### src/rtl/lcdb_pkg.sv
package lcdb_pkg;

    localparam int NIB_W   = 4;
    localparam int NIB_LSB = 4;
    localparam int RAW_BIT = 8;

    // Word index of each register (byte address bits above 1:0)
    localparam int IDX_CMD = 0;
    localparam int IDX_DAT = 1;
    localparam int IDX_RDB = 2;
    localparam int IDX_RAW = 3;
    localparam int IDX_MSK = 4;
    localparam int IDX_STA = 5;

    typedef enum logic [1:0] {
        PH_IDLE,
        PH_SETUP,
        PH_PULSE,
        PH_HOLD
    } phase_t;

    typedef struct packed {
        logic             rs;
        logic             rd;
        logic             second;
        logic [NIB_W-1:0] nib;
    } xfer_t;

    function automatic int max3(input int a, input int b, input int c);
        int m;
        m = (a > b) ? a : b;
        return (m > c) ? m : c;
    endfunction

endpackage

### src/rtl/lcdb_seq.sv
module lcdb_seq
    import lcdb_pkg::*;
#(
    parameter int SETUP_CYCLES = 2,
    parameter int EN_CYCLES    = 24,
    parameter int HOLD_CYCLES  = 2
) (
    input  logic             clk,
    input  logic             rst,
    input  logic             start,
    input  xfer_t            req,
    input  logic [NIB_W-1:0] lcd_d_in,
    output logic             busy,
    output logic             done,
    output logic             done_second,
    output logic             done_rd,
    output logic [NIB_W-1:0] rd_nib,
    output logic             lcd_rs,
    output logic             lcd_rw,
    output logic             lcd_en,
    output logic [NIB_W-1:0] lcd_d_out,
    output logic             lcd_d_oe
);
    localparam int MAXC = max3(SETUP_CYCLES, EN_CYCLES, HOLD_CYCLES);
    localparam int CW   = $clog2(MAXC + 1);
    localparam logic [CW-1:0] S_LAST = CW'(SETUP_CYCLES - 1);
    localparam logic [CW-1:0] E_LAST = CW'(EN_CYCLES - 1);
    localparam logic [CW-1:0] H_LAST = CW'(HOLD_CYCLES - 1);

    phase_t        phase;
    logic [CW-1:0] cnt;
    logic [CW-1:0] last_cnt;
    logic          at_last;
    xfer_t         cur;

    always_comb begin
        case (phase)
            PH_SETUP: last_cnt = S_LAST;
            PH_PULSE: last_cnt = E_LAST;
            default:  last_cnt = H_LAST;
        endcase
        at_last = (cnt == last_cnt);
    end

    always_ff @(posedge clk) begin
        if (rst) begin
            phase  <= PH_IDLE;
            cnt    <= '0;
            cur    <= '0;
            rd_nib <= '0;
        end else begin
            if (phase == PH_IDLE) begin
                if (start) begin
                    phase <= PH_SETUP;
                    cnt   <= '0;
                    cur   <= req;
                end
            end else if (at_last) begin
                cnt <= '0;
                case (phase)
                    PH_SETUP: phase <= PH_PULSE;
                    PH_PULSE: phase <= PH_HOLD;
                    default:  phase <= PH_IDLE;
                endcase
            end else begin
                cnt <= cnt + 1'b1;
            end
            if (phase == PH_PULSE && at_last && cur.rd)
                rd_nib <= lcd_d_in;
        end
    end

    assign busy        = (phase != PH_IDLE);
    assign done        = (phase == PH_HOLD) && at_last;
    assign done_second = done && cur.second;
    assign done_rd     = done && cur.rd;
    assign lcd_rs      = cur.rs;
    assign lcd_rw      = cur.rd;
    assign lcd_en      = (phase == PH_PULSE);
    assign lcd_d_out   = cur.nib;
    assign lcd_d_oe    = busy && !cur.rd;

endmodule

### src/rtl/lcdb_regs.sv
module lcdb_regs
    import lcdb_pkg::*;
#(
    parameter int ADDR_W = 5,
    parameter int DATA_W = 32
) (
    input  logic              clk,
    input  logic              rst,
    input  logic              bus_sel,
    input  logic              bus_wr,
    input  logic [ADDR_W-1:0] bus_addr,
    input  logic [DATA_W-1:0] bus_wdata,
    output logic [DATA_W-1:0] bus_rdata,
    output logic              bus_ready,
    input  logic              busy,
    input  logic              done,
    input  logic              done_second,
    input  logic              done_rd,
    input  logic [NIB_W-1:0]  rd_nib,
    output logic              start,
    output xfer_t             req,
    output logic              irq
);
    localparam int IDX_W = ADDR_W - 2;

    logic [IDX_W-1:0] idx;
    logic             acc;
    logic             raw_flag;
    logic             irq_en;
    logic             irq_arm;
    logic             pair_open;

    assign idx       = bus_addr[ADDR_W-1:2];
    assign bus_ready = !busy;
    assign acc       = bus_sel && !busy;

    always_comb begin
        start = 1'b0;
        req   = '0;
        if (acc) begin
            if (bus_wr) begin
                if (idx == IDX_W'(IDX_CMD) || idx == IDX_W'(IDX_DAT)) begin
                    start   = 1'b1;
                    req.rs  = (idx == IDX_W'(IDX_DAT));
                    req.nib = bus_wdata[NIB_LSB +: NIB_W];
                end
            end else if (idx == IDX_W'(IDX_CMD)) begin
                start  = 1'b1;
                req.rd = 1'b1;
            end else if (idx == IDX_W'(IDX_RDB) && pair_open) begin
                start      = 1'b1;
                req.rd     = 1'b1;
                req.second = 1'b1;
            end
        end
    end

    always_ff @(posedge clk) begin
        if (rst) begin
            raw_flag  <= 1'b0;
            irq_en    <= 1'b0;
            irq_arm   <= 1'b0;
            pair_open <= 1'b0;
        end else begin
            if (start) begin
                raw_flag  <= 1'b0;
                pair_open <= 1'b0;
            end
            if (done) begin
                raw_flag  <= 1'b1;
                irq_arm   <= !done_second;
                pair_open <= done_rd && !done_second;
            end
            if (acc && bus_wr && idx == IDX_W'(IDX_RAW) && !bus_wdata[RAW_BIT])
                raw_flag <= 1'b0;
            if (acc && bus_wr && idx == IDX_W'(IDX_MSK))
                irq_en <= bus_wdata[0];
        end
    end

    always_comb begin
        bus_rdata = '0;
        case (idx)
            IDX_W'(IDX_RDB): bus_rdata[NIB_LSB +: NIB_W] = rd_nib;
            IDX_W'(IDX_RAW): bus_rdata[RAW_BIT]          = raw_flag;
            IDX_W'(IDX_MSK): bus_rdata[0]                = irq_en;
            IDX_W'(IDX_STA): bus_rdata[0]                = raw_flag && irq_en;
            default:         bus_rdata                   = '0;
        endcase
    end

    assign irq = raw_flag && irq_en && irq_arm;

endmodule

### src/rtl/lcd_nibble_bridge.sv
module lcd_nibble_bridge
    import lcdb_pkg::*;
#(
    parameter int ADDR_W       = 5,
    parameter int DATA_W       = 32,
    parameter int SETUP_CYCLES = 2,
    parameter int EN_CYCLES    = 24,
    parameter int HOLD_CYCLES  = 2
) (
    input  logic              clk,
    input  logic              rst,
    input  logic              bus_sel,
    input  logic              bus_wr,
    input  logic [ADDR_W-1:0] bus_addr,
    input  logic [DATA_W-1:0] bus_wdata,
    output logic [DATA_W-1:0] bus_rdata,
    output logic              bus_ready,
    output logic              lcd_rs,
    output logic              lcd_rw,
    output logic              lcd_en,
    output logic [3:0]        lcd_d_out,
    output logic              lcd_d_oe,
    input  logic [3:0]        lcd_d_in,
    output logic              irq
);
    logic             busy;
    logic             done;
    logic             done_second;
    logic             done_rd;
    logic             start;
    xfer_t            req;
    logic [NIB_W-1:0] rd_nib;

    lcdb_regs #(.ADDR_W(ADDR_W), .DATA_W(DATA_W)) u_regs (
        .clk(clk), .rst(rst),
        .bus_sel(bus_sel), .bus_wr(bus_wr), .bus_addr(bus_addr),
        .bus_wdata(bus_wdata), .bus_rdata(bus_rdata), .bus_ready(bus_ready),
        .busy(busy), .done(done), .done_second(done_second), .done_rd(done_rd),
        .rd_nib(rd_nib), .start(start), .req(req), .irq(irq)
    );

    lcdb_seq #(
        .SETUP_CYCLES(SETUP_CYCLES), .EN_CYCLES(EN_CYCLES), .HOLD_CYCLES(HOLD_CYCLES)
    ) u_seq (
        .clk(clk), .rst(rst), .start(start), .req(req), .lcd_d_in(lcd_d_in),
        .busy(busy), .done(done), .done_second(done_second), .done_rd(done_rd),
        .rd_nib(rd_nib), .lcd_rs(lcd_rs), .lcd_rw(lcd_rw), .lcd_en(lcd_en),
        .lcd_d_out(lcd_d_out), .lcd_d_oe(lcd_d_oe)
    );

endmodule

### config.mk
export PLATFORM = sky130hd
export DESIGN_NAME = lcd_nibble_bridge
export DESIGN_NICKNAME = d
export VERILOG_FILES = /design/src/rtl/lcdb_pkg.sv /design/src/rtl/lcdb_seq.sv /design/src/rtl/lcdb_regs.sv /design/src/rtl/lcd_nibble_bridge.sv
export SDC_FILE = /design/constraint.sdc
export NUM_CORES = 1
export LEC_CHECK = 0
export ABC_AREA = 1
export BUFFER_PORTS_ARGS = -buffer_cell sky130_fd_sc_hd__clkbuf_2
export CAP_MARGIN = 0
export CORE_UTILIZATION = 46
export DETAILED_ROUTE_END_ITERATION = 6
export GPL_TIMING_DRIVEN = 0
export HOLD_SLACK_MARGIN = 0.05
export PLACE_DENSITY = 0.95
export SYNTH_ARGS = -nofsm -noshare
export SYNTH_HDL_FRONTEND = slang
export SYNTH_SLANG_ARGS = --single-unit
### constraint.sdc
create_clock -name clk -period 3.38 [get_ports clk]
set_clock_uncertainty 0.05 [all_clocks]
set_input_delay 0.507 -clock clk [delete_from_list [all_inputs] [get_ports clk]]
set_output_delay 0.507 -clock clk [all_outputs]
set_load 0.03 [all_outputs]
Word-level counts from Yosys, hierarchy flattened --
Cells that the tools add are included.
Word-level totals: bits in registers 22, input port bits 45, output and inout bits 42, logic and storage cells 78
Cells by class: reductions and logical operators 28, equality and inequality tests 10, add/subtract/negate cells 1, multiplexer cells 28
Operators with widths (count):
- $mux 5 | 4
- $logic_and 1x1->1 | 15
- $mux 1 | 13
- $mux 4 | 3
- $mux 2 | 5
- $mux 7 | 1
- $eq 3x2->1 const B | 2
- $eq 3x3->1 const B | 2
- $reduce_bool 2->1 | 3
- $add 5x1->5 const B | 1
- $eq 5x5->1 | 1
- $eq 2x2->1 const B | 2
- $logic_not 1->1 | 4
- $pmux 2 s2 | 1
- $reduce_and 2->1 | 2
- $eq 3x1->1 const B | 1
- $logic_not 3->1 | 1
- $eq 2x1->1 const B | 1
- $logic_not 2->1 | 1
- $ne 2x2->1 const B | 1
- $pmux 1 s2 | 1
- $reduce_or 2->1 | 1
- $logic_or 1x1->1 | 1

Longest topological paths before layout --
depth in word-level cells 8, gate-level depth with buffers 10, depth with buffers taken out 10

Modules after synthesis --
From an unflattened synthesis, not the netlist that was laid out.
Second synthesis, totals: cells, all modules 218, area, all modules 1473.9 um2
By module, submodules not included:
- lcdb_seq | times used 1, sequential area each 360.3 um2, cells an instance 126, area an instance 910.9 um2
- lcdb_regs | times used 1, sequential area each 80.1 um2, cells an instance 92, area an instance 563.0 um2

Least setup slack after synthesis --
No wires, ideal clock.
path type flip-flop to output port, start point register u_seq.phase[0], end point output port lcd_d_oe, setup slack 1.516 ns, buffers on the path 1, cell stages (with the launch flop) 5, arrival time 1.307 ns, required time 2.823 ns, cells stage by stage dfxtp_1 -> inv_1 -> ha_1 -> buf_6 -> nor2_1
Between the ends: longest elaborated chain between the ends 2
RTL lines:
- from (decl) | RTL line lcdb_seq.sv:30 | phase_t phase;
- from (signal assigned) | RTL line lcdb_seq.sv:47 | phase <= PH_IDLE;
- from (signal assigned) | RTL line lcdb_seq.sv:54 | phase <= PH_SETUP;
- from (signal assigned) | RTL line lcdb_seq.sv:61 | PH_SETUP: phase <= PH_PULSE;
- $reduce_bool 2->1 | RTL line lcdb_seq.sv:73 | assign busy = (phase != PH_IDLE);
- $logic_and 1x1->1 | RTL line lcdb_seq.sv:81 | assign lcd_d_oe = busy && !cur.rd;
- to (decl) | RTL line lcd_nibble_bridge.sv:22 | output logic lcd_d_oe,
Every way passes these cells.

Worst setup path after layout --
start point register u_seq.phase[1], end point output port lcd_d_oe
Same word-level chain as after synthesis.

==> results by group <==
Outcome
  • Status: finished, violations left
  • Failing checks: design-rule violations

STA
  • Final hold violations: 0
  • Final period util: 0.587
  • Setup TNS Final: 0 ns
  • RSZ-0062 raised after global routing: false
  • Final Setup Violations: 0
  • WHS: 0.329 ns
  • Fmax: 0.504 GHz
  • Tmin final: between 1.5 and 2 ns
  • Slew Limit Fails: 0

Clock tree
  • Hold_buf cts: 0
  • CTS tree: done
  • Number of CTS-inserted buffers: 3
  • CTS HTree Levels: 1
  • Clock transition at path regs: 0.12 ns
  • Sink Count: 22
  • Maximum buffer depth of the clock tree: 2
  • Root Buffer: clkbuf_4
  • Post-CTS setup buffers: 0
  • Post_cts resized: 0
  • Later-pin clock latency in the skew report: between 0.3 and 0.4 ns

Die
  • Die H: around 58 um
  • Die ar.: 3330 sq um
  • Starting Density: 0.500
  • Rows: 19
  • Core footprint: 2850 sq um
  • Die Wd: 57.7 um
  • Ports: 87

GRT
  • Number of antenna violations at the first check in global routing: 0
  • Largest net degree at the start of global routing: 13
  • Vias in the first global route: 1164
  • Tot GR Track Use: 0.186
  • Total global routing overflow: 0
  • First-pass GRT wire length: 4.96 mm

Layout
  • Final net count: 312
  • Area Overhead vs Synth: 23.1%
  • Share of layout cells above drive strength 1: 0.314
  • Fill count: 253
  • Finished Cell Area: 1760 sq um
  • # diodes: 0
  • Final Non-Filler Cells: 292

Hold path
  • Worst Hold Depth: 2
  • Min-Delay Path Class: in -> reg
  • Hold EP: u_seq.lcd_rw
  • Min-delay src: rst

Critical path
  • R2r setup slk: 1.56 ns
  • Critical R2R Launch: u_seq.phase[0]
  • Crit-path max FO: 9
  • CP endpoint kind: output pin
  • Worst reg2reg endpoint: u_regs.pair_open
  • Crit path DAT: around 1.4 ns
  • Worst path required time: 2.82 ns
  • Startpoint Class: register
  • Buf+Inv Stages, Crit Path: 3
  • Crit-path cells: inv_1, ha_1, buf_6, nor2_1, clkbuf_2
  • CP delay by family, top: buffers and inverters
  • CP max-delay cell: dfxtp_1
  • WS Path Type: reg -> out
  • Worst Reg-to-Reg Cells: 10
  • Worst path max stage delay: 0.40 ns

Synthesis
  • Post-synth EDFFs: 0
  • Top post-synthesis cells by area: dfxtp_1 31%, buf_4 16%, nand2_1 7.6%
  • Synthesized cell area: 1430 sq um
  • Biggest area consumer among synthesized cells: dfxtp_1
  • Share of the synthesized area in the top cell type: 0.309
  • Count leader, synth: buf_4
  • Yosys warnings: 0
  • Register area share after synthesis: 0.309
  • Post-synth top cells: 30 x buf_4, 29 x nand2_1, 22 x dfxtp_1
  • Seq cells post-synth: 22
  • Ys flop type: dfxtp_1
  • Asr flop ratio synth: 0
  • Post-synthesis cell count: 200
  • Distinct cells, synth: 23
  • Syn_area_per_cell: 7.13 sq um

Detailed routing
  • WL met1: 1.21 mm
  • DR vias/cell: 4.65
  • Total routed wirelength: 2.98 mm
  • Via count: 1358
  • Met2 WL: about 1.5 mm
  • Antenna Nets Post-Route: 0
  • DR DRC count: 1
  • Routed wire per std cell: 10.2 um
  • Detailed Routing Iterations Pass 1: 7
  • Met3 WL post-DR: 180 um
  • Iteration-0 DRC Markers: 43
  • Highest routed layer: met4

Job
  • Max cap viols: 0

Placed design
  • Final GP Congestion: roughly 0.86
  • I/O Buffers: 32
  • Placed cells: 288
  • DP HPWL: between 2 and 2.5 mm
  • Area after DPL: 1720 sq um

Power
  • Peak supply drop: 0.284 mV
  • Total power: between 600 and 700 uW
  • Leakage: 0.876 nW
  • Power density over the cells: 373 nW/um^2
power breakdown:
group | internal, mW | total, mW | switching (mW)
sequential | 0.271 | 0.281 | 0.0109
clock | 0.0658 | 0.146 | 0.0806
combinational | 0.0762 | 0.227 | 0.151
per-stage QoR:
step / utilization / setup slack [ns]
2_1_floorplan: - / 1.52
3_3_place_gp: 0.603 / 1.54
3_5_place_dp: 0.603 / 1.52
4_1_cts: 0.615 / 1.39
5_1_grt: 0.615 / 1.32
6_report: 0.615 / 1.40
final cells by class:
type	instances	area, sq um	area share
inverter	22	82.6	0.0470
tap	31	38.8	0.0221
timing repair buffer	32	160	0.0912
buffer	34	259	0.148
sequential	22	440	0.251
multi-input combinational	147	738	0.421
clock buffer	4	36.3	0.0207
state kept, by name (all words and copies together), names as in the netlist, 2 cells and up:
signal	count
u_seq.cnt	5
u_seq.lcd_d_out	4
u_seq.rd_nib	4
u_seq.phase	2
cell families after synthesis:
family / count (synthesis) / synth area share
DFF: 22 / 0.309
other: 1 / 0.00263
xor gates and xnor gates: 2 / 0.0123
adders and majority gates: 5 / 0.0439
AOI/OAI and AO/OA: 29 / 0.102
buffers and inverters: 56 / 0.239
and+or+nand+nor: 85 / 0.291
per-layer routing:
layer | vias up | global-route usage
li1 | 712 | -
met1 | 596 | 0.223
met2 | 44 | 0.337
met3 | 6 | 0.0223
met4 | 0 | 0.0782
met5 | - | 0
worst max path at each step:
stage,end,slack [ns],startpoint,cells after the start
finish,lcd_d_oe,1.40,u_seq.phase[1],5
floorplan,lcd_d_oe,1.52,u_seq.phase[0],4
CTS,lcd_d_oe,1.39,u_seq.phase[1],5
global placement,bus_rdata[4],1.54,bus_addr[3],6
detailed placement,bus_rdata[4],1.52,bus_addr[3],6
global route,lcd_d_oe,1.32,u_seq.phase[1],5
cell usage in the layout, fill, tap and decap left out, drive strengths merged:
master / count
nor2: 22
xnor2: 1
buf: 32
or2: 1
nor3: 1
xor2: 1
inv: 22
a21oi: 21
dfxtp: 22
clkbuf: 38
conb: 26
nand3: 24
ha: 5
o21ai: 8
nand4: 7
nand2: 30
No activity file was read; power rests on OpenSTA's default activity.
